File: src/rtl/pcit_pkg.sv
package pcit_pkg;
  typedef enum logic [1:0] {
    SP_CFG = 2'd0,
    SP_REG = 2'd1,
    SP_MEM = 2'd2
  } space_e;

  typedef enum logic [2:0] {
    ST_IDLE,
    ST_CLAIM,
    ST_ACCESS,
    ST_DONE,
    ST_WAITEND,
    ST_BUSY
  } seq_e;

  localparam int unsigned NUM_REGIONS = 2;
endpackage

File: src/rtl/pcit_cmd_decode.sv
module pcit_cmd_decode (
  input  logic [3:0] cmd_n,
  output logic       is_mem,
  output logic       is_cfg,
  output logic       is_wr
);
  always_comb begin
    is_mem = 1'b0;
    is_cfg = 1'b0;
    case (cmd_n)
      4'b0110, 4'b1100, 4'b1110: is_mem = 1'b1;
      4'b0111, 4'b1111:          is_mem = 1'b1;
      4'b1010, 4'b1011:          is_cfg = 1'b1;
      default: ;
    endcase
    is_wr = cmd_n[0];
  end
endmodule

File: src/rtl/pcit_region_match.sv
module pcit_region_match #(
  parameter int unsigned AW          = 32,
  parameter int unsigned APERT_BITS  = 12
) (
  input  logic [AW-1:0] addr,
  input  logic [AW-1:0] base,
  input  logic          enable,
  output logic          hit
);
  localparam int unsigned TAG_W = AW - APERT_BITS;
  logic [TAG_W-1:0] addr_tag, base_tag;
  assign addr_tag = addr[AW-1:APERT_BITS];
  assign base_tag = base[AW-1:APERT_BITS];
  assign hit = enable && (addr_tag == base_tag);
endmodule

File: src/rtl/pcit_seq.sv
module pcit_seq
  import pcit_pkg::*;
(
  input  logic clk,
  input  logic rst,
  input  logic frame_n,
  input  logic irdy_n,
  input  logic claim,
  input  logic is_read,
  output logic addr_cap,
  output logic data_cap,
  output logic resp_load,
  output logic devsel_n,
  output logic trdy_n,
  output logic stop_n,
  output logic ad_oe
);
  seq_e state;

  assign addr_cap  = (state == ST_IDLE) && !frame_n;
  assign data_cap  = (state == ST_CLAIM) && !irdy_n;
  assign resp_load = (state == ST_ACCESS);

  always_ff @(posedge clk) begin
    if (rst) begin
      state    <= ST_IDLE;
      devsel_n <= 1'b1;
      trdy_n   <= 1'b1;
      stop_n   <= 1'b1;
      ad_oe    <= 1'b0;
    end else begin
      case (state)
        ST_IDLE: begin
          if (!frame_n) begin
            if (claim) begin
              state    <= ST_CLAIM;
              devsel_n <= 1'b0;
            end else begin
              state <= ST_BUSY;
            end
          end
        end
        ST_CLAIM: begin
          if (!irdy_n) state <= ST_ACCESS;
        end
        ST_ACCESS: begin
          trdy_n <= 1'b0;
          stop_n <= 1'b0;
          ad_oe  <= is_read;
          state  <= ST_DONE;
        end
        ST_DONE: begin
          if (!irdy_n) begin
            trdy_n <= 1'b1;
            ad_oe  <= 1'b0;
            if (frame_n) begin
              devsel_n <= 1'b1;
              stop_n   <= 1'b1;
              state    <= ST_IDLE;
            end else begin
              state <= ST_WAITEND;
            end
          end
        end
        ST_WAITEND: begin
          if (frame_n) begin
            devsel_n <= 1'b1;
            stop_n   <= 1'b1;
            state    <= ST_IDLE;
          end
        end
        ST_BUSY: begin
          if (frame_n && irdy_n) state <= ST_IDLE;
        end
        default: state <= ST_IDLE;
      endcase
    end
  end
endmodule

File: src/rtl/pci_tgt_front.sv
module pci_tgt_front
  import pcit_pkg::*;
#(
  parameter int unsigned AW              = 32,
  parameter int unsigned DW              = 32,
  parameter int unsigned BEW             = DW / 8,
  parameter int unsigned REG_APERT_BITS  = 12,
  parameter int unsigned MEM_APERT_BITS  = 16
) (
  input  logic           clk,
  input  logic           rst,
  input  logic           frame_n,
  input  logic           irdy_n,
  input  logic           idsel,
  input  logic [BEW-1:0] cbe_n,
  input  logic [AW-1:0]  ad_in,
  input  logic           mem_en,
  input  logic [AW-1:0]  reg_base,
  input  logic [AW-1:0]  mem_base,
  output logic           devsel_n,
  output logic           trdy_n,
  output logic           stop_n,
  output logic [DW-1:0]  ad_out,
  output logic           ad_oe,
  output logic           req_valid,
  output logic [1:0]     req_space,
  output logic [AW-1:0]  req_addr,
  output logic [BEW-1:0] req_be,
  output logic [DW-1:0]  req_wdata,
  output logic           req_write,
  input  logic [DW-1:0]  rsp_rdata
);
  logic is_mem, is_cfg, is_wr;
  logic [NUM_REGIONS-1:0] rgn_hit;
  logic cfg_hit, claim;
  space_e space_d, space_q;
  logic addr_cap, data_cap, resp_load;
  logic [AW-1:0] addr_q;
  logic wr_q, drop_q;
  logic [BEW-1:0] be_q;
  logic [DW-1:0] wdata_q, rdata_q;
  logic full_be;

  pcit_cmd_decode u_dec (
    .cmd_n  (cbe_n),
    .is_mem (is_mem),
    .is_cfg (is_cfg),
    .is_wr  (is_wr)
  );

  for (genvar g = 0; g < NUM_REGIONS; g++) begin : g_rgn
    localparam int unsigned BITS = (g == 0) ? REG_APERT_BITS : MEM_APERT_BITS;
    pcit_region_match #(
      .AW         (AW),
      .APERT_BITS (BITS)
    ) u_match (
      .addr   (ad_in),
      .base   ((g == 0) ? reg_base : mem_base),
      .enable (is_mem && mem_en),
      .hit    (rgn_hit[g])
    );
  end

  assign cfg_hit = is_cfg && idsel && (ad_in[1:0] == 2'b00);
  assign claim   = cfg_hit || (|rgn_hit);

  always_comb begin
    if (cfg_hit)         space_d = SP_CFG;
    else if (rgn_hit[0]) space_d = SP_REG;
    else                 space_d = SP_MEM;
  end

  pcit_seq u_seq (
    .clk       (clk),
    .rst       (rst),
    .frame_n   (frame_n),
    .irdy_n    (irdy_n),
    .claim     (claim),
    .is_read   (!wr_q),
    .addr_cap  (addr_cap),
    .data_cap  (data_cap),
    .resp_load (resp_load),
    .devsel_n  (devsel_n),
    .trdy_n    (trdy_n),
    .stop_n    (stop_n),
    .ad_oe     (ad_oe)
  );

  assign full_be = (cbe_n == '0);

  always_ff @(posedge clk) begin
    if (rst) begin
      addr_q    <= '0;
      space_q   <= SP_CFG;
      wr_q      <= 1'b0;
      be_q      <= '0;
      wdata_q   <= '0;
      drop_q    <= 1'b0;
      req_valid <= 1'b0;
      rdata_q   <= '0;
    end else begin
      req_valid <= 1'b0;
      if (addr_cap) begin
        addr_q  <= ad_in;
        space_q <= space_d;
        wr_q    <= is_wr;
      end
      if (data_cap) begin
        be_q      <= ~cbe_n;
        wdata_q   <= ad_in;
        drop_q    <= !(space_q == SP_CFG || full_be);
        req_valid <= (space_q == SP_CFG) || full_be;
      end
      if (resp_load) begin
        rdata_q <= drop_q ? '0 : rsp_rdata;
      end
    end
  end

  assign ad_out    = rdata_q;
  assign req_space = space_q;
  assign req_addr  = addr_q;
  assign req_be    = be_q;
  assign req_wdata = wdata_q;
  assign req_write = wr_q;
endmodule

File: config.mk
export PLATFORM = sky130hd
export DESIGN_NAME = pci_tgt_front
export DESIGN_NICKNAME = d
export VERILOG_FILES = /design/src/rtl/pcit_pkg.sv /design/src/rtl/pcit_cmd_decode.sv /design/src/rtl/pcit_region_match.sv /design/src/rtl/pcit_seq.sv /design/src/rtl/pci_tgt_front.sv
export SDC_FILE = /design/constraint.sdc
export NUM_CORES = 1
export LEC_CHECK = 0
export BUFFER_PORTS_ARGS = -buffer_cell sky130_fd_sc_hd__buf_2
export CORE_MARGIN = 2
export CORE_UTILIZATION = 49
export DETAILED_ROUTE_END_ITERATION = 12
export PLACE_DENSITY = 0.86
export SYNTH_ARGS = -nofsm -noshare
export SYNTH_HDL_FRONTEND = slang
export SYNTH_HIERARCHICAL = 1
export SYNTH_SLANG_ARGS = --single-unit
File: constraint.sdc
create_clock -name clk -period 5 [get_ports clk]
set_clock_uncertainty 0.15 [all_clocks]
set_input_delay 0.5 -clock clk [delete_from_list [all_inputs] [get_ports clk]]
set_output_delay 0.5 -clock clk [all_outputs]
set_load 0.01 [all_outputs]
==> flow_metrics.env <==
export IMPL_cts_setup_buffers=0
export IMPL_drt_pass1_iter_count=6
export IMPL_cts_hold_buffers=0
export IMPL_h_tree_depth=3
export IMPL_maxCapViolCount=0
export IMPL_power_per_cell_area_mw_per_mm2=333
export IMPL_post_dp_cell_area_mm2=0.00582
export IMPL_fill_cells=783
export IMPL_place_detailed_hpwl_um=9080
export IMPL_hp_class="in -> reg"
export IMPL_netSwitchingPower_mw=0.606
export IMPL_seqCellArea_mm2=0.00224
export IMPL_seq_power_share=0.502
export IMPL_clock_sinks=112
export IMPL_synth_edf_count=0
export IMPL_die_h_um=102
export IMPL_avgSynthCellArea_um2=9.74
export IMPL_setup_viol=0
export IMPL_synth_seq_cells=112
export IMPL_slew_violations=0
export IMPL_fin_crit_ps=2740
export IMPL_final_period_utilization=0.548
export IMPL_setup_tns_ps=0
export IMPL_tightest_slew_ps=1140
export IMPL_synth_top_area_cell="dfxtp_1"
export IMPL_critPathKind="reg -> reg"
export IMPL_grt_use_total=0.228
export IMPL_fin_area_mm2=0.00603
export IMPL_async_reset_ff_frac=0
export IMPL_peakVddDrop_mv=0.237
export IMPL_io_pin_count=246
export IMPL_clock_root_buffer="clkbuf_8"
export IMPL_outcome="complete, no violations"
export IMPL_drive_above_1_share=0.356
export IMPL_yosysSeqAreaShare=0.474
export IMPL_total_power_mw=2.01
export IMPL_port_buffers=217
export IMPL_yosysMostFrequentCell="dfxtp_1"
export IMPL_vias_per_cell=5.07
export IMPL_cts_resized_gates=0
export IMPL_p_int_mw=1.40
export IMPL_syn_area_mm2=0.00473
export IMPL_synthTopCellsByCount="dfxtp_1 (112), nor2_1 (75), mux2i_1 (65), a21oi_1 (36), nand2b_1 (35)"
export IMPL_crit_path_start_kind="register"
export IMPL_grt_antenna_before_repair=0
export IMPL_drt_iter0_drc=72
export IMPL_multi_input_area_mm2=0.00229
export IMPL_grt_pass1_wl_um=18900
export IMPL_route_antenna_remaining_nets=0
export IMPL_rsz0062_at_grt="false"
export IMPL_wl_per_cell_um=15.3
export IMPL_synth_net_count=624
export IMPL_grt_pass1_vias=3986
export IMPL_yosys_warnings=6
export IMPL_core_area_mm2=0.00928
export IMPL_vias=4131
export IMPL_dieArea_mm2=0.0105
export IMPL_p_leak_nw=2.69
export IMPL_numCtsBuffers=9
export IMPL_holdWs_ps=218
export IMPL_slew_headroom=0.242
export IMPL_diodes=0
export IMPL_cts_tree="built"
export IMPL_path_max_fanout=32
export IMPL_synth_top_area_share=0.474
export IMPL_clock_latency_ps=370
export IMPL_crit_arrival_ps=2800
export IMPL_comb_power_share=0.212
export IMPL_yosysUniqueCellTypes=42
export IMPL_grt_max_degree=116
export IMPL_layout_nets=819
export IMPL_critPathCaptureType="register"
export IMPL_synthFlopType="dfxtp_1"
export IMPL_clockBufferDepth=2
export IMPL_hold_viol=0
export IMPL_max_freq_mhz=365
export IMPL_pwr_share_clk=0.286
export IMPL_die_x_um=102
export IMPL_syn_instance_count=486
export IMPL_rows=35
export IMPL_worstPathRequired_ps=5060
export IMPL_drt_total_wl_um=12500
export IMPL_clkSlewWorstSetupHoldPaths_ps=120
export IMPL_area_delta_synth_final_pct=27.4
export IMPL_start_util=0.510
export IMPL_routabilityCongestion=0.833
export IMPL_switching_share=0.302
export IMPL_grt_overflow_total=0
export IMPL_synthTopCellsByArea="dfxtp_1 (47%), mux2i_1 (14%), nor2_1 (5.9%)"
export IMPL_drc_errors=0
==> metrics by stage <==
| stage | util | setup WS [ps] | cells |
|---|---|---|---|
| after floorplan | - | 2900 | 486 |
| final | 0.649 | 2260 | 815 |
| after CTS | 0.649 | 2330 | 815 |
| after global placement | 0.627 | 2380 | 799 |
| after global routing | 0.649 | 2100 | 815 |
| after detailed placement | 0.627 | 2300 | 799 |
==> logic make-up after synthesis <==
kind of cell	after synthesis	synth area share
flops	112	0.474
compound gates	56	0.0706
buf+inv	42	0.0457
simple gates	174	0.204
xor+xnor	37	0.0685
mux	65	0.137
==> state kept, by name, summed over array words and instances, names as in the netlist <==
name / count
u_seq/devsel_n: 1
u_seq/state: 3
u_seq/stop_n: 1
u_seq/trdy_n: 1
req_wdata: 32
req_space: 2
req_addr: 32
u_seq/ad_oe: 1
ad_out: 32
drop_q: 1
req_write: 1
req_valid: 1
req_be: 4
==> per-layer routing <==
metal,wire length (um),vias up,global-route usage
met3,986,17,0.0691
met4,176,0,0.0708
met1,5130,1912,0.259
met5,0,-,0
met2,6200,166,0.410
li1,-,2036,-
==> power groups by stage <==
stage / clock network (mW) / logic (mW) / registers (mW)
final: 0.575 / 0.426 / 1.01
after global routing: 0.621 / 0.465 / 1.02
after CTS: 0.586 / 0.429 / 1.01
after detailed placement: 0 / 0.426 / 1.03
after global placement: 0 / 0.414 / 1.02
after floorplan: 0 / 0.248 / 1.05
==> cells in the final DEF (no fill, tap or decap), types with 7 or more instances in the layout <==
master and instances:
buf_2 216, dfxtp_1 112, nor2_1 74, mux2i_1 65
a21oi_1 36, nand2b_1 35, nand3b_1 32, xnor2_1 25
xor2_1 12, clkbuf_8 9, inv_1 7
==> critical path, cell delays in order (launching register included) <==
cell and delay [ps]:
dfxtp_1 620, nand2b_1 250, nor3_2 580, buf_4 610
mux2i_1 270, nor2_1 60
==> final cells by class <==
class / instances / share of cell area
Inverter: 7 / 0.00436
Tap cell: 129 / 0.0268
Clock buffer: 9 / 0.0205
Sequential cell: 112 / 0.372
Timing Repair Buffer: 219 / 0.183
Clock inverter: 7 / 0.0143
Multi-Input combinational cell: 332 / 0.379
==> final timing paths <==
path / start / endpoint / slack, ps / depth (start not counted)
worst max-delay path: u_seq/state[0] / req_wdata[6] / 2260 / 5
worst min register to register: ad_out[16] / ad_out[16] / 320 / 2
worst max register to register: u_seq/state[0] / req_wdata[6] / 2260 / 5
worst min-delay path: cbe_n[0] / req_be[0] / 220 / 2
No activity file was read; power rests on OpenSTA's default activity.
